[src/rtl/adc_seq_pkg.sv]
package adc_seq_pkg;
  localparam int CODE_W = 4;

  typedef enum logic [1:0] {
    ST_IDLE   = 2'd0,
    ST_SAMPLE = 2'd1,
    ST_WAIT   = 2'd2
  } seq_state_e;

  typedef struct packed {
    logic              spec;
    logic              scan;
    logic              multi;
    logic [CODE_W-1:0] code;
  } seq_ctl_t;
endpackage

[src/rtl/adc_seq_ctl_reg.sv]
module adc_seq_ctl_reg
  import adc_seq_pkg::*;
#(
  parameter int DATA_W = 8
) (
  input  logic              clk_i,
  input  logic              rst_ni,
  input  logic              we_i,
  input  logic [DATA_W-1:0] wdata_i,
  output seq_ctl_t          ctl_o,
  output logic [DATA_W-1:0] rdata_o
);
  localparam int CTL_W = $bits(seq_ctl_t);

  seq_ctl_t ctl_q;

  always_ff @(posedge clk_i or negedge rst_ni) begin
    if (!rst_ni) ctl_q <= '0;
    else if (we_i) ctl_q <= seq_ctl_t'(wdata_i[CTL_W-1:0]);
  end

  assign ctl_o   = ctl_q;
  assign rdata_o = DATA_W'(ctl_q);

  AST_CTL_HOLD: assert property (@(posedge clk_i) disable iff (!rst_ni)
    !we_i |=> $stable(ctl_q));
endmodule

[src/rtl/adc_seq_chan_step.sv]
module adc_seq_chan_step #(
  parameter int CODE_W = 4
) (
  input  logic              clk_i,
  input  logic              rst_ni,
  input  logic              load_i,
  input  logic [CODE_W-1:0] start_i,
  input  logic [CODE_W-1:0] wrap_i,
  input  logic              step_i,
  output logic [CODE_W-1:0] chan_o
);
  localparam logic [CODE_W-1:0] TOP_CH = '1;

  logic [CODE_W-1:0] chan_q, wrap_q;
  logic              above_q; // started past wrap, first wrap at TOP_CH

  always_ff @(posedge clk_i or negedge rst_ni) begin
    if (!rst_ni) begin
      chan_q  <= '0;
      wrap_q  <= '0;
      above_q <= 1'b0;
    end else if (load_i) begin
      chan_q  <= start_i;
      wrap_q  <= wrap_i;
      above_q <= start_i > wrap_i;
    end else if (step_i) begin
      if (above_q) begin
        chan_q <= chan_q + 1'b1;
        if (chan_q == TOP_CH) above_q <= 1'b0;
      end else begin
        chan_q <= (chan_q == wrap_q) ? '0 : chan_q + 1'b1;
      end
    end
  end

  assign chan_o = chan_q;

  AST_WRAP_ZERO: assert property (@(posedge clk_i) disable iff (!rst_ni)
    step_i && !load_i && !above_q && chan_q == wrap_q |=> chan_q == '0);
  AST_TOP_WRAP: assert property (@(posedge clk_i) disable iff (!rst_ni)
    step_i && !load_i && above_q && chan_q == TOP_CH |=> chan_q == '0 && !above_q);
  AST_HOLD_CH: assert property (@(posedge clk_i) disable iff (!rst_ni)
    !step_i && !load_i |=> $stable(chan_q));
endmodule

[src/rtl/adc_seq_fsm.sv]
module adc_seq_fsm
  import adc_seq_pkg::*;
#(
  parameter int LEN_W = 4
) (
  input  logic             clk_i,
  input  logic             rst_ni,
  input  logic             abort_i,      // any control write
  input  logic             abort_run_i,  // control write that starts at once
  input  logic             start_i,      // armed trigger edge
  input  logic             done_i,
  input  logic             scan_i,       // repeat, already masked by trigger enable
  input  logic [LEN_W-1:0] len_i,
  output seq_state_e       state_o,
  output logic             load_o,
  output logic             step_o,
  output logic             seq_done_o
);
  localparam int CNT_W = LEN_W + 1;
  localparam logic [CNT_W-1:0] FULL_LEN = CNT_W'(1) << LEN_W;

  seq_state_e       state_q, state_d;
  logic [CNT_W-1:0] cnt_q, len_q, len_eff;
  logic             conv_fin, last, seq_done_q;

  assign len_eff  = (len_i == '0) ? FULL_LEN : CNT_W'(len_i);
  assign conv_fin = (state_q == ST_WAIT) && done_i;
  assign last     = conv_fin && (cnt_q + 1'b1 == len_q);
  assign load_o   = abort_run_i
                  || (!abort_i && start_i && state_q == ST_IDLE)
                  || (!abort_i && last && scan_i);
  assign step_o   = conv_fin && !last && !abort_i;

  always_comb begin
    state_d = state_q;
    if (abort_i) begin
      state_d = abort_run_i ? ST_SAMPLE : ST_IDLE;
    end else begin
      unique case (state_q)
        ST_IDLE:   if (start_i) state_d = ST_SAMPLE;
        ST_SAMPLE: state_d = ST_WAIT;
        ST_WAIT:   if (conv_fin) state_d = (last && !scan_i) ? ST_IDLE : ST_SAMPLE;
        default:   state_d = ST_IDLE;
      endcase
    end
  end

  always_ff @(posedge clk_i or negedge rst_ni) begin
    if (!rst_ni) begin
      state_q    <= ST_IDLE;
      cnt_q      <= '0;
      len_q      <= FULL_LEN;
      seq_done_q <= 1'b0;
    end else begin
      state_q    <= state_d;
      seq_done_q <= last && !abort_i;
      if (load_o) begin
        cnt_q <= '0;
        len_q <= len_eff;
      end else if (conv_fin) begin
        cnt_q <= cnt_q + 1'b1;
      end
    end
  end

  assign state_o    = state_q;
  assign seq_done_o = seq_done_q;

  AST_RESTART: assert property (@(posedge clk_i) disable iff (!rst_ni)
    abort_run_i |=> state_q == ST_SAMPLE && cnt_q == '0);
  AST_ARM_IDLE: assert property (@(posedge clk_i) disable iff (!rst_ni)
    abort_i && !abort_run_i |=> state_q == ST_IDLE);
  AST_SAMPLE_ONE: assert property (@(posedge clk_i) disable iff (!rst_ni)
    state_q == ST_SAMPLE && !abort_i |=> state_q == ST_WAIT);
  AST_BUSY_HOLD: assert property (@(posedge clk_i) disable iff (!rst_ni)
    state_q != ST_IDLE && !abort_i && !last |=> state_q != ST_IDLE);
  AST_DONE_PULSE: assert property (@(posedge clk_i) disable iff (!rst_ni)
    seq_done_q |=> !seq_done_q);
  AST_CNT_RANGE: assert property (@(posedge clk_i) disable iff (!rst_ni)
    conv_fin |-> cnt_q < len_q);
endmodule

[src/rtl/adc_seq_ctrl.sv]
module adc_seq_ctrl
  import adc_seq_pkg::*;
#(
  parameter int DATA_W = 8,
  parameter int LEN_W  = 4
) (
  input  logic              clk_i,
  input  logic              rst_ni,
  input  logic              ctl_we_i,
  input  logic [DATA_W-1:0] ctl_wdata_i,
  output logic [DATA_W-1:0] ctl_rdata_o,
  input  logic [CODE_W-1:0] wrap_ch_i,
  input  logic [LEN_W-1:0]  seq_len_i,
  input  logic              trig_en_i,
  input  logic              trig_i,
  input  logic              conv_done_i,
  output logic [CODE_W:0]   chan_o,
  output logic              sample_o,
  output logic              busy_o,
  output logic              seq_done_o
);
  seq_ctl_t          ctl_q, ctl_wr;
  seq_state_e        state;
  logic              trig_q, trig_evt, armed_q;
  logic              abort_run, trig_start, load, step;
  logic [CODE_W-1:0] cur_ch, start_ch;

  assign ctl_wr = seq_ctl_t'(ctl_wdata_i[$bits(seq_ctl_t)-1:0]);

  adc_seq_ctl_reg #(.DATA_W(DATA_W)) i_ctl_reg (
    .clk_i   (clk_i),
    .rst_ni  (rst_ni),
    .we_i    (ctl_we_i),
    .wdata_i (ctl_wdata_i),
    .ctl_o   (ctl_q),
    .rdata_o (ctl_rdata_o)
  );

  always_ff @(posedge clk_i or negedge rst_ni) begin
    if (!rst_ni) begin
      trig_q  <= 1'b0;
      armed_q <= 1'b0;
    end else begin
      trig_q <= trig_i;
      if (ctl_we_i) armed_q <= trig_en_i;
    end
  end

  assign trig_evt   = trig_i && !trig_q;
  assign trig_start = trig_en_i && armed_q && trig_evt;
  assign abort_run  = ctl_we_i && !trig_en_i;
  // a write loads the new code in the same edge it updates the register
  assign start_ch   = ctl_we_i ? ctl_wr.code : ctl_q.code;

  adc_seq_fsm #(.LEN_W(LEN_W)) i_fsm (
    .clk_i       (clk_i),
    .rst_ni      (rst_ni),
    .abort_i     (ctl_we_i),
    .abort_run_i (abort_run),
    .start_i     (trig_start),
    .done_i      (conv_done_i),
    .scan_i      (ctl_q.scan && !trig_en_i),
    .len_i       (seq_len_i),
    .state_o     (state),
    .load_o      (load),
    .step_o      (step),
    .seq_done_o  (seq_done_o)
  );

  adc_seq_chan_step #(.CODE_W(CODE_W)) i_chan_step (
    .clk_i   (clk_i),
    .rst_ni  (rst_ni),
    .load_i  (load),
    .start_i (start_ch),
    .wrap_i  (wrap_ch_i),
    .step_i  (step && ctl_q.multi),
    .chan_o  (cur_ch)
  );

  assign chan_o   = {ctl_q.spec, cur_ch};
  assign sample_o = (state == ST_SAMPLE);
  assign busy_o   = (state != ST_IDLE);

  AST_WRITE_STROBE: assert property (@(posedge clk_i) disable iff (!rst_ni)
    abort_run |=> sample_o && chan_o[CODE_W-1:0] == $past(ctl_wdata_i[CODE_W-1:0]));
  AST_UNARMED_IDLE: assert property (@(posedge clk_i) disable iff (!rst_ni)
    !busy_o && !armed_q && !ctl_we_i |=> !busy_o);
  AST_SINGLE_CH: assert property (@(posedge clk_i) disable iff (!rst_ni)
    sample_o && !ctl_q.multi |-> chan_o[CODE_W-1:0] == ctl_q.code);
  AST_SPEC_BIT: assert property (@(posedge clk_i) disable iff (!rst_ni)
    sample_o |-> chan_o[CODE_W] == ctl_rdata_o[6]);
  AST_TRIG_ONE_SEQ: assert property (@(posedge clk_i) disable iff (!rst_ni)
    seq_done_o && trig_en_i && !$past(ctl_we_i) |-> !busy_o);
endmodule

[config.mk]
export PLATFORM = sky130hd
export DESIGN_NAME = adc_seq_ctrl
export DESIGN_NICKNAME = d
export VERILOG_FILES = /design/src/rtl/adc_seq_pkg.sv /design/src/rtl/adc_seq_ctl_reg.sv /design/src/rtl/adc_seq_chan_step.sv /design/src/rtl/adc_seq_fsm.sv /design/src/rtl/adc_seq_ctrl.sv
export SDC_FILE = /design/constraint.sdc
export NUM_CORES = 1
export LEC_CHECK = 0
export ABC_AREA = 1
export BUFFER_PORTS_ARGS = -buffer_cell sky130_fd_sc_hd__buf_2
export CAP_MARGIN = 25
export CORE_MARGIN = 2
export CORE_UTILIZATION = 59
export DETAILED_ROUTE_END_ITERATION = 6
export GPL_TIMING_DRIVEN = 0
export PLACE_DENSITY = 0.93
export SKIP_CTS_REPAIR_TIMING = 1
export SLEW_MARGIN = 10
export SYNTH_ARGS = -nofsm -noshare
export SYNTH_HDL_FRONTEND = slang
export SYNTH_HIERARCHICAL = 1
export SYNTH_SLANG_ARGS = --single-unit
[constraint.sdc]
create_clock -name clk_i -period 6.57 [get_ports clk_i]
set_input_delay 0 -clock clk_i [delete_from_list [all_inputs] [get_ports clk_i]]
set_output_delay 0 -clock clk_i [all_outputs]
set_load 0.01 [all_outputs]
-- Word level (Yosys, flattened, before mapping)
Cells that the tools add are included.
- input bits: 22
- bits in registers: 31
- word-level logic and storage cells: 69
- output and inout port bits: 16
- magnitude comparators: 1
- multiplexer cells: 18
- eq/ne operators: 7
- $add $sub $neg: 2
- reduce and logical (&&, ||, !) cells: 28
- operators by type and width (operator ; number):
    $mux W4 ; 5
    $logic_and A1 B1 Y1 ; 15
    $mux W5 ; 3
    $mux W1 ; 6
    $mux W2 ; 3
    $ne A3 B2 Y1 const B ; 2
    $pmux W2 S3 ; 1
    $reduce_bool A2 Y1 ; 3
    $add A5 B1 Y5 const B ; 1
    $eq A5 B5 Y1 ; 1
    $logic_not A1 Y1 ; 5
    $add A4 B1 Y4 const B ; 1
    $eq A4 B4 Y1 ; 1
    $eq A4 B4 Y1 const B ; 1
    $gt A4 B4 Y1 ; 1
    $logic_not A4 Y1 ; 1
    $eq A2 B1 Y1 const B ; 1
    $eq A2 B2 Y1 const B ; 1
    $logic_not A2 Y1 ; 1
    $logic_or A1 B1 Y1 ; 2
    $reduce_and A2 Y1 ; 1

-- Longest topological paths before layout
Gate-level depths: netlist of the first run.
- word-level depth: 9
- mapped depth: 18

-- By module
The synthesis of the first run kept the hierarchy.
- modules (own cells, without submodules) (module ; sequential area each (um2) ; area each (um2) ; cells an instance ; instances):
    adc_seq_fsm ; 326.6 ; 814.5 ; 102 ; 1
    adc_seq_chan_step ; 225.2 ; 606.8 ; 81 ; 1
    adc_seq_ctl_reg ; 175.2 ; 332.8 ; 39 ; 1
    adc_seq_ctrl ; 50.0 ; 157.7 ; 30 ; 1

-- Worst setup path before layout of the first run
Ideal clock, no wire load.
- path type: reg-to-reg
- from: register i_fsm.cnt_q[0]
- to: register i_chan_step.chan_q[2], in the netlist i_chan_step/chan_o[2]
- data arrival time: 1.985 ns
- slack: 4.463 ns
- cell stages (with the launch flop): 13
- clock period less this slack: 2.107 ns
- path buffers: 2
- data required time: 6.448 ns
- cell sequence: dfrtp_1 > ha_1 > xor2_1 > nor2_2 > nand3_2 > nor2_4 > nand3_4 > nand2_4 > buf_8 > buf_2 > nor2_2 > a22oi_1 > nand2_1
- elaborated cells on any way between the ends: 12
- classes of those cells: 1 x add/sub; 1 x eq/ne; 1 x mux; 9 x reduce/logical
- RTL lines (what ; RTL line ; RTL):
    start, declared ; adc_seq_fsm.sv:23 ; logic [CNT_W-1:0] cnt_q, len_q, len_eff;
    start signal, assigned ; adc_seq_fsm.sv:61 ; cnt_q <= cnt_q + 1'b1;
    $add A5 B1 Y5 (*) ; adc_seq_fsm.sv:28 ; assign last = conv_fin && (cnt_q + 1'b1 == len_q);
    $eq A5 B5 Y1 (*) ; adc_seq_fsm.sv:28 ;
    $logic_and A1 B1 Y1 (*) ; adc_seq_fsm.sv:28 ;
    $logic_and A1 B1 Y1 (*) (2 in a row) ; adc_seq_fsm.sv:31 ; || (!abort_i && last && scan_i);
    $logic_or A1 B1 Y1 (*) ; adc_seq_fsm.sv:31 ;
    named net load ; adc_seq_ctrl.sv:25 ; logic abort_run, trig_start, load, step;
    $mux W4 / $reduce_bool A2 Y1 (equally long branches) ; n/a ;
    end signal, assigned ; adc_seq_chan_step.sv:23 ; chan_q <= start_i;
    end signal, assigned ; adc_seq_chan_step.sv:28 ; chan_q <= chan_q + 1'b1;
    end signal, assigned ; adc_seq_chan_step.sv:31 ; chan_q <= (chan_q == wrap_q) ? '0 : chan_q + 1'b1;
    end, declared ; adc_seq_chan_step.sv:14 ; logic [CODE_W-1:0] chan_q, wrap_q;
The timed path passes the listed nets; every way through them passes the cells marked *.
A chain may end at the register's enable or synchronous reset.

-- Worst setup path after layout of the first run
- from: register i_fsm.cnt_q[0]
- to: register i_chan_step.chan_q[1], in the netlist i_chan_step/chan_o[1]
Same word-level chain as after synthesis.

==> results of run 1 <==
-- cells in the mapped netlist (all sizes together) --
master | count | share of area (%)
a21oi | 4 | 1.0
a22oi | 4 | 1.6
a31oi | 2 | 0.65
buf | 12 | 5.2
conb | 1 | 0.20
dfrtp | 30 | 39
dfstp | 1 | 1.4
ha | 6 | 3.9
inv | 34 | 6.7
mux2 | 1 | 0.59
nand2 | 93 | 20
nand3 | 19 | 6.4
nand3b | 1 | 0.39
nand4 | 4 | 1.3
nor2 | 22 | 5.2
nor3 | 1 | 0.26
nor4 | 1 | 0.33
o21ai | 7 | 1.8
o21bai | 2 | 0.79
o31ai | 1 | 0.39
or2 | 1 | 0.33
xnor2 | 2 | 0.92
xor2 | 3 | 1.4
-- layout make-up --
cell class,count,share of cell area (%)
well taps,44,2.31
plain buffers,12,4.16
multi-input cells,175,38.2
clock buffers,6,2.16
clock inverters,1,0.210
flip-flops and latches,31,32.7
inverters,34,5.37
repair buffers,53,14.9
-- worst max path at each step --
stage,to,cells past startpoint,from,slack [ps]
6_report,i_chan_step/chan_o[1],14,i_fsm/cnt_q[0],4120
5_1_grt,i_chan_step/chan_o[3],16,i_fsm/cnt_q[0],3880
4_1_cts,i_chan_step/chan_o[3],12,i_fsm/cnt_q[0],4170
3_5_place_dp,i_chan_step/chan_o[1],12,i_fsm/cnt_q[0],4200
3_3_place_gp,i_chan_step/chan_o[1],12,i_fsm/cnt_q[0],4290
2_1_floorplan,i_chan_step/chan_o[2],12,i_fsm/cnt_q[0],4460
-- flip-flops by register name, indices dropped and copies added (netlist names) --
signal               count
i_fsm/state_o            2
i_fsm/cnt_q              5
i_chan_step/chan_o       4
i_chan_step/wrap_q       4
armed_q                  1
i_ctl_reg/ctl_o          7
i_fsm/len_q              5
i_chan_step/above_q      1
trig_q                   1
i_fsm/seq_done_o         1
-- placed cells by master (no fill, tap or decap), drive strengths merged, types with 3 or more instances in the layout --
cell and count:
nand2 93, inv 34, dlygate4sd3 18, a22oi 4, xor2 3, buf 47
dfrtp 30, nand4 4, clkbuf 6, ha 6, a21oi 4, nor2 22
nand3 19, o21ai 7
-- power by group through the flow --
| stage | Combinational (µW) | Sequential, µW | Clock, µW |
|---|---|---|---|
| floorplan | 88.6 | 235 | 0 |
| global placement | 122 | 237 | 0 |
| detailed placement | 127 | 238 | 0 |
| CTS | 128 | 235 | 117 |
| global route | 154 | 239 | 126 |
| finish | 137 | 236 | 115 |
-- worst reg2reg max path, delay by kind of cell (launching register included) --
| family | cells | cell delay [ps] |
|---|---|---|
| buf+inv | 2 | 380 |
| fa+ha+maj | 1 | 260 |
| flops | 1 | 500 |
| simple gates | 10 | 1030 |
| compound gates | 1 | 150 |
-- metal layers --
layer | vias up | wire length [µm] | GRT usage (%)
met5 | - | 0 | 0
met4 | 0 | 71 | 11.2
met3 | 7 | 244 | 4.90
met2 | 74 | 2270 | 40.4
met1 | 844 | 1910 | 33.1
li1 | 906 | - | -
-- cells by family after synthesis --
logic type | after synthesis
AND/OR/NAND/NOR | 142
buffers and inverters | 46
flip-flops | 31
AO/OA/AOI/OAI | 20
adder cells (fa/ha/maj) | 6
XOR/XNOR | 5
other | 1
multiplexers | 1
-- metrics by stage --
stage          worst slack [ps]  util, %  instances  total power, µW
2_1_floorplan              4460        -        252              323
3_3_place_gp               4290     69.6        331              358
3_5_place_dp               4200     69.6        331              365
4_1_cts                    4170     71.4        338              479
5_1_grt                    3880     77.3        356              520
6_report                   4120     77.3        356              488
==> results.sh, run 1 <==
export IMPL_outcome="finished clean"
export IMPL_critPathArrivalTime_ps=2680
export IMPL_synthAdderAreaFrac_pct=3.93
export IMPL_syn_num_nets=280
export IMPL_rsz0062_at_grt="no"
export IMPL_grt_pass1_wl_mm=6.81
export IMPL_required_ps=6800
export IMPL_min_from="ctl_we_i"
export IMPL_ys_types=34
export IMPL_postLayoutCellArea_um2=2380
export IMPL_fillers=199
export IMPL_grt_max_degree=32
export IMPL_drc_errors=0
export IMPL_timing_rr_end="i_chan_step/chan_o[1]"
export IMPL_antenna_found_initial=0
export IMPL_fin_setup_tns_ps=0
export IMPL_die_area_um2=3710
export IMPL_finalSetupViolations=0
export IMPL_power_switching_uw=165
export IMPL_start_util_pct=62.1
export IMPL_synth_compound_area_share_pct=6.28
export IMPL_drive_gt1_share_pct=26.6
export IMPL_cellPowerDensity_nw_per_um2=205
export IMPL_cpPeakStageDelay_ps=500
export IMPL_cp_num_buf_inv=2
export IMPL_post_route_min_period_ps=2450
export IMPL_yosys_warnings=6
export IMPL_dr_pass1_iters=4
export IMPL_grt_overflow=0
export IMPL_min_period_over_period_pct=37.3
export IMPL_place_congestion=0.832
export IMPL_core_area_um2=3080
export IMPL_place_area_um2=2140
export IMPL_holdCritPathClass="primary input to flip-flop"
export IMPL_p_int_uw=323
export IMPL_clk_pin_slew_worst_paths_ps=100
export IMPL_cts_root_buf="clkbuf_4"
export IMPL_syn_area_um2=1910
export IMPL_vias_per_cell=5.14
export IMPL_crit_chain="ha_1, nand3_1, nand2_1, nand2_1, nand2_1, nand3_2, nor2_4, nand3_4, nand2_4, buf_8, buf_2, nor2_2, a22oi_1, nand2_1"
export IMPL_seq_area_um2=777
export IMPL_die_x_um=60.9
export IMPL_critical_path_class="flip-flop to flip-flop"
export IMPL_hold_path_depth=3
export IMPL_hpwl_mm=2.92
export IMPL_ir_worst_vdd_uv=127
export IMPL_leakagePower_uw=0.00128
export IMPL_synth_top_family_by_area="simple AND/OR/NAND/NOR gates"
export IMPL_cts_buffers=5
export IMPL_clock_latency_ps=330
export IMPL_core_rowCount=20
export IMPL_clock_skew_ps=6.71
export IMPL_areaGrowthSynthToFinish_pct=24.4
export IMPL_cts_tree="built"
export IMPL_cts_sinks=31
export IMPL_drt_iter0_drc=100
export IMPL_hold_viol_final=0
export IMPL_rr_worst_depth=14
export IMPL_ys_seq_elements=31
export IMPL_yosys_area_share_simple_pct=34.2
export IMPL_ctsHtreeMaxLevel=2
export IMPL_synth_xor_area_share_pct=2.29
export IMPL_avgRoutedWirePerCell_um=12.7
export IMPL_wl_mm=4.51
export IMPL_grt_pass1_vias=1580
export IMPL_ios=38
export IMPL_switching_share_pct=33.7
export IMPL_num_nets_final=340
export IMPL_worst_pin_slew_ps=690
export IMPL_vias=1831
export IMPL_muxShareOfSynthArea_pct=0.589
export IMPL_critPathTopFamily="simple AND/OR/NAND/NOR gates"
export IMPL_seq_area_frac_synth_pct=40.6
export IMPL_clock_fmax_ghz=0.408
export IMPL_p_clk_share_pct=23.5
export IMPL_avgSynthCellArea_um2=7.59
export IMPL_port_buffer_count=35
export IMPL_pwr_share_seq_pct=48.4
export IMPL_min_to="armed_q"
export IMPL_worst_hold_slack_ps=15.8
export IMPL_crit_path_start_kind="flip-flop"
export IMPL_cp_slowest_cell="dfrtp_1"
export IMPL_syn_inst=252
export IMPL_drv_slew=0
export IMPL_r2r_setup_slack_ps=4120
export IMPL_multiInputGateArea_um2=908
export IMPL_ant_nets=0
export IMPL_die_h_um=60.9
export IMPL_grt_usage_pct=25.1
export IMPL_cp_max_fo=11
export IMPL_crit_path_end_kind="flip-flop"
export IMPL_max_cap_violations=0
export IMPL_clock_path_buffers=2
export IMPL_timing_critical_path_mode_cell="nand2_1"
export IMPL_slew_headroom_pct=53.8
export IMPL_power_frac_comb_pct=28.1
export IMPL_antennaDiodeCount=0
export IMPL_reg2reg_from="i_fsm/cnt_q[0]"
Power figures use the tool's default switching activity.
==> run 2: changes to the inputs <==
Settings changed: CORE_UTILIZATION 59 to 49, PLACE_DENSITY 0.93 to 0.83.
Clock period 6.57 ns to 2 ns, I/O delays scaled along.
==> run 2 against run 1 <==
Effect of this change:
- the flow now finishes with violations (setup timing)
- core utilization down 5.7 points
- setup slack worse by 4200 ps
- sequential share of layout area shrank 3.4 points
- combinational power increased to 3.9 times the previous value
- clock skew decreased by 1.2 ps
- design area increased by 12%
- count of clock-buffer cells in the layout increased by 2
- register-to-register slack worse by 4200 ps
- die area grew 19%
- critical path depth decreased by 2
- critical path type unchanged
- largest power group unchanged
- highest routed layer unchanged
==> results.sh, run 2 (synthesized netlist as in run 1, its figures left out) <==
export IMPL_outcome="complete, but fails checks"
export IMPL_violations="setup timing"
export IMPL_crit_path_start_kind="flip-flop"
export IMPL_ctsHtreeMaxLevel=2
export IMPL_p_clk_share_pct=29.4
export IMPL_clock_fmax_ghz=0.473
export IMPL_p_int_uw=1270
export IMPL_post_route_min_period_ps=2120
export IMPL_core_rowCount=22
export IMPL_clock_latency_ps=280
export IMPL_slew_headroom_pct=52.8
export IMPL_start_util_pct=51.4
export IMPL_grt_usage_pct=19.5
export IMPL_clock_path_buffers=2
export IMPL_dr_pass1_iters=4
export IMPL_hold_viol_final=0
export IMPL_drv_slew=0
export IMPL_p_total_uw=1860
export IMPL_min_period_over_period_pct=106
export IMPL_die_x_um=66.5
export IMPL_antenna_found_initial=0
export IMPL_hpwl_mm=2.72
export IMPL_rsz0062_at_grt="yes"
export IMPL_largest_reg_flops=7
export IMPL_switching_share_pct=31.7
export IMPL_drive_gt1_share_pct=34.8
export IMPL_crit_path_end_kind="flip-flop"
export IMPL_min_from="wrap_ch_i[3]"
export IMPL_avgRoutedWirePerCell_um=13.3
export IMPL_dp_cells=335
export IMPL_wl_mm=5.02
export IMPL_critical_path_class="flip-flop to flip-flop"
export IMPL_setup_ws_ps=-116
export IMPL_cts_tree="built"
export IMPL_pwr_share_seq_pct=41.6
export IMPL_cts_root_buf="clkbuf_8"
export IMPL_num_nets_final=357
export IMPL_clock_skew_ps=5.52
export IMPL_clk_pin_slew_worst_paths_ps=70
export IMPL_antennaDiodeCount=0
export IMPL_leakagePower_uw=0.00140
export IMPL_core_area_um2=3720
export IMPL_grt_pass1_wl_mm=6.47
export IMPL_grt_pass1_vias=1542
export IMPL_cp_slowest_cell="dfrtp_2"
export IMPL_place_congestion=0.844
export IMPL_drc_errors=0
export IMPL_drt_iter0_drc=105
export IMPL_final_cell_mix="nand2_1, buf_2, dfrtp_1"
export IMPL_startpoint="i_fsm/cnt_q[0]"
export IMPL_crit_chain="ha_4, xor2_1, nor2_2, nand3_2, nor2_4, nand3_4, nand2_4, buf_12, buf_8, nor2_4, a22oi_2, nand2_1"
export IMPL_ant_nets=0
export IMPL_finalSetupViolations=5
export IMPL_critPathArrivalTime_ps=2290
export IMPL_layout_commonest_cell="nand2_1"
export IMPL_grt_overflow=0
export IMPL_die_area_um2=4420
export IMPL_cts_sinks=31
export IMPL_place_ws_ps=-245
export IMPL_cts_buffers=5
export IMPL_required_ps=2170
export IMPL_timing_critical_path_mode_cell="nor2_4"
export IMPL_cpPeakStageDelay_ps=450
export IMPL_ios=38
export IMPL_areaGrowthSynthToFinish_pct=39.1
export IMPL_port_buffer_count=35
export IMPL_layoutNonFillerInstCount=378
export IMPL_grt_max_degree=32
export IMPL_cellPowerDensity_nw_per_um2=700
export IMPL_power_frac_comb_pct=29.0
export IMPL_vias_per_cell=5.06
export IMPL_power_switching_uw=590
export IMPL_reg2reg_from="i_fsm/cnt_q[0]"
export IMPL_ir_worst_vdd_uv=494
export IMPL_cp_max_fo=5
export IMPL_die_h_um=66.5
export IMPL_holdCritPathClass="primary input to flip-flop"
export IMPL_max_cap_violations=0
export IMPL_vias=1912
export IMPL_worst_pin_slew_ps=708
export IMPL_fin_util_pct=71.5
run 2: cell count changes in the layout (fill, tap and decap cells not counted), sizes merged:
cell | before | now
clkinv | 1 | 0
dlygate4sd3 | 18 | 17
clkbuf | 6 | 9
buf | 47 | 64
run 2: final cells by class:
type / instances / area, µm²
fillers: 268 / 1060
flip-flops and latches: 31 / 778
inverters: 34 / 135
plain buffers: 12 / 114
multi-input cells: 175 / 966
repair buffers: 70 / 505
clock buffers: 8 / 100
well taps: 48 / 60.1
run 2: metrics by stage:
stage,hold WS [ps],setup TNS (ps),area [µm²]
2_1_floorplan,-296,-120,1920
3_3_place_gp,83.6,-891,2160
3_5_place_dp,82.4,-1150,2160
4_1_cts,-229,-1240,2260
5_1_grt,18.5,-918,2660
6_report,28.5,-355,2660
run 2: per-layer routing:
| metal | GRT usage [%] | vias up | wire (µm) |
|---|---|---|---|
| met5 | 0 | - | 0 |
| met4 | 8.42 | 0 | 133 |
| met3 | 5.41 | 19 | 230 |
| met2 | 30.9 | 71 | 2530 |
| met1 | 24.9 | 889 | 2130 |
| li1 | - | 933 | - |
run 2: path summary, 6_finish.rpt:
path / end / slack [ps] / cells after the start
worst max-delay path: i_chan_step/chan_o[1] / -120 / 12
worst max register to register: i_chan_step/chan_o[1] / -120 / 12
worst min register to register: i_ctl_reg/ctl_o[6] / 500 / 2
min in group asynchronous: i_fsm/len_q[1] / 300 / 2
max in group asynchronous: i_fsm/cnt_q[0] / 1210 / 2
worst min-delay path: i_chan_step/wrap_q[3] / 30 / 3
run 2: power by group through the flow:
| stage | combinational (µW) | clock [µW] | sequential, µW |
|---|---|---|---|
| after CTS | 417 | 558 | 769 |
| after floorplan | 293 | 0 | 771 |
| after global routing | 593 | 583 | 785 |
| final | 540 | 546 | 775 |
| after global placement | 403 | 0 | 779 |
| after detailed placement | 416 | 0 | 780 |
run 2: critical path, delay by kind of cell, from the launching register on:
family	cells	cell delay, ps
buf+inv	2	260
flops	1	450
simple gates	7	720
fa+ha+maj	1	260
compound gates	1	150
xor+xnor	1	160
==> run 3: changes to the inputs <==
Settings changed: ABC_AREA 1 to 0, CORE_UTILIZATION 49 to 48.
==> run 3 against run 2 <==
Effect of this change:
- the run ends with hold timing, setup timing left
- first-iteration DRC count grew 1.9%
- design area shrank 9.6%
- combinational power shrank 16%
- critical path type unchanged
==> results.sh, run 3 <==
export IMPL_outcome="complete, but fails checks"
export IMPL_violations="hold timing, setup timing"
export IMPL_netlist_area_leader_share_pct=42.8
export IMPL_post_route_min_period_ps=2130
export IMPL_place_area_um2=2000
export IMPL_clock_fmax_ghz=0.469
export IMPL_ir_worst_vdd_uv=368
export IMPL_critical_path_class="flip-flop to flip-flop"
export IMPL_clock_latency_ps=340
export IMPL_ys_seq_elements=31
export IMPL_cpPeakStageDelay_ps=460
export IMPL_fin_setup_tns_ps=-1230
export IMPL_drc_errors=0
export IMPL_r2r_setup_slack_ps=-130
export IMPL_cellPowerDensity_nw_per_um2=659
export IMPL_wl_mm=3.95
export IMPL_cts_buffers=5
export IMPL_reg2reg_from="i_fsm/cnt_q[0]"
export IMPL_pwr_share_seq_pct=49.1
export IMPL_core_area_um2=3420
export IMPL_core_rowCount=21
export IMPL_min_from="ctl_we_i"
export IMPL_seq_area_frac_synth_pct=44.3
export IMPL_place_ws_ps=-218
export IMPL_clk_pin_slew_worst_paths_ps=90
export IMPL_areaGrowthSynthToFinish_pct=37.0
export IMPL_grt_overflow=0
export IMPL_netlist_top_cells_count="dfrtp_1, mux2_2, xnor2_1, buf_4, nor2_1"
export IMPL_worst_hold_slack_ps=-4.47
export IMPL_layout_commonest_cell="buf_2"
export IMPL_die_area_um2=4150
export IMPL_holdCritPathClass="primary input to flip-flop"
export IMPL_cts_tree="built"
export IMPL_antenna_found_initial=0
export IMPL_grt_pass1_vias=1244
export IMPL_power_frac_comb_pct=28.6
export IMPL_grt_usage_pct=18.3
export IMPL_avgRoutedWirePerCell_um=14.4
export IMPL_ios=38
export IMPL_hold_viol_final=1
export IMPL_die_x_um=64.4
export IMPL_fin_util_pct=70.3
export IMPL_slew_headroom_pct=54.7
export IMPL_layoutNonFillerInstCount=275
export IMPL_required_ps=2230
export IMPL_finalSetupViolations=14
export IMPL_min_period_over_period_pct=107
export IMPL_power_switching_uw=477
export IMPL_final_cell_mix="buf_2, dfrtp_1, dlygate4sd3_1"
export IMPL_cts_sinks=31
export IMPL_cp_slowest_cell="dfrtp_2"
export IMPL_die_h_um=64.4
export IMPL_critPathArrivalTime_ps=2360
export IMPL_synthMostInstantiatedCell="dfrtp_1"
export IMPL_syn_num_nets=185
export IMPL_syn_inst=157
export IMPL_p_int_uw=1110
export IMPL_drt_iter0_drc=107
export IMPL_rsz0062_at_grt="yes"
export IMPL_ant_nets=0
export IMPL_cp_max_fo=8
export IMPL_avgSynthCellArea_um2=11.2
export IMPL_worst_pin_slew_ps=680
export IMPL_fillers=242
export IMPL_synth_compound_area_share_pct=5.85
export IMPL_ys_types=39
export IMPL_crit_path_start_kind="flip-flop"
export IMPL_synth_edf_count=0
export IMPL_vias_per_cell=5.07
export IMPL_max_cap_violations=0
export IMPL_clock_path_buffers=2
export IMPL_synthAdderAreaFrac_pct=4.28
export IMPL_grt_max_degree=32
export IMPL_port_buffer_count=35
export IMPL_ys_top_cells_by_area="dfrtp_1, mux2_2, xnor2_1, mux2_4, buf_4"
export IMPL_timing_rr_end="i_fsm/len_q[1]"
export IMPL_largest_reg_flops=7
export IMPL_clock_skew_ps=6.80
export IMPL_vias=1394
export IMPL_syn_area_um2=1750
export IMPL_ctsHtreeMaxLevel=2
export IMPL_synth_xor_area_share_pct=9.42
export IMPL_synth_top_family_by_area="multiplexers"
export IMPL_start_util_pct=51.3
export IMPL_p_clk_share_pct=22.4
export IMPL_crit_chain="ha_4, xor2_1, nor2_1, nand4_1, o21ai_2, buf_6, buf_12, mux2_2"
export IMPL_hold_path_depth=2
export IMPL_startpoint="i_fsm/cnt_q[0]"
export IMPL_grt_pass1_wl_mm=5.77
export IMPL_drive_gt1_share_pct=40.2
export IMPL_yosys_warnings=6
export IMPL_setup_ws_ps=-131
export IMPL_async_reset_ff_share_pct=100
export IMPL_cts_root_buf="clkbuf_4"
export IMPL_leakagePower_uw=0.00114
export IMPL_yosysTopAreaCell="dfrtp_1"
export IMPL_synth_ff_type="dfrtp_1"
export IMPL_switching_share_pct=30.2
export IMPL_muxShareOfSynthArea_pct=16.1
export IMPL_postLayoutCellArea_um2=2400
export IMPL_hpwl_mm=2.48
export IMPL_dr_pass1_iters=4
export IMPL_antennaDiodeCount=0
export IMPL_rr_worst_depth=8
export IMPL_place_congestion=0.750
export IMPL_dp_cells=238
export IMPL_drv_slew=0
export IMPL_crit_path_end_kind="flip-flop"
export IMPL_num_nets_final=256
export IMPL_crit_end="i_fsm/len_q[1]"
export IMPL_yosys_area_share_simple_pct=13.1
## run 3: cell count changes in the layout (fill, tap and decap cells not counted), moves of 11 or more
cell     previous run  this run
nand3_1            15         3
mux2_4              0        12
nand2_1            77         6
inv_1              25         7
nand2_2            14         0
xnor2_1             2        13
## run 3: area by class of cell
cell class              count  area, µm²  area share [%]
clock inverters             1       5.00           0.208
flip-flops and latches     31        778            32.4
inverters                   7       26.3            1.09
well taps                  46       57.6            2.40
repair buffers             64        487            20.3
plain buffers              12        101            4.22
multi-input cells         107        902            37.6
clock buffers               7       45.0            1.88
## run 3: worst min path at each step
stage / endpoint / slack [ps]
floorplan: armed_q / -300
global placement: i_fsm/state_o[0] / 80
detailed placement: i_fsm/state_o[1] / 80
CTS: i_fsm/state_o[0] / -290
global route: i_fsm/state_o[1] / 30
finish: i_fsm/state_o[1] / -4
## run 3: routing by layer
metal	GRT usage [%]	routed length [µm]
met1	24.5	1880
met2	27.0	1810
met3	5.03	191
met4	9.84	73
met5	0	0
## run 3: critical path: cells and delay by family, from the launching register on
kind,cells,cell delay (ps)
DFF,1,460
buffers and inverters,2,320
adders and majority gates,1,250
xor gates and xnor gates,1,150
AOI/OAI and AO/OA,1,230
muxes,1,330
and+or+nand+nor,2,260
## run 3: metrics by stage
step                      hold slack [ps]  power [µW]
final                               -4.47        1580
after global routing                 25.2        1680
after CTS                            -289        1510
after detailed placement             83.7        1160
after global placement               77.6        1140
after floorplan                      -296        1030
## run 3: power groups by stage
| stage | Combinational (µW) | Sequential [µW] | Clock [µW] |
|---|---|---|---|
| floorplan | 255 | 773 | 0 |
| global placement | 362 | 779 | 0 |
| detailed placement | 374 | 784 | 0 |
| CTS | 374 | 772 | 365 |
| global route | 495 | 786 | 394 |
| finish | 452 | 777 | 354 |
## run 3: kinds of logic after synthesis
group	count (synthesis)
other	1
xor gates and xnor gates	18
and+or+nand+nor	41
adders and majority gates	6
DFF	31
muxes	23
AOI/OAI and AO/OA	18
buffers and inverters	19
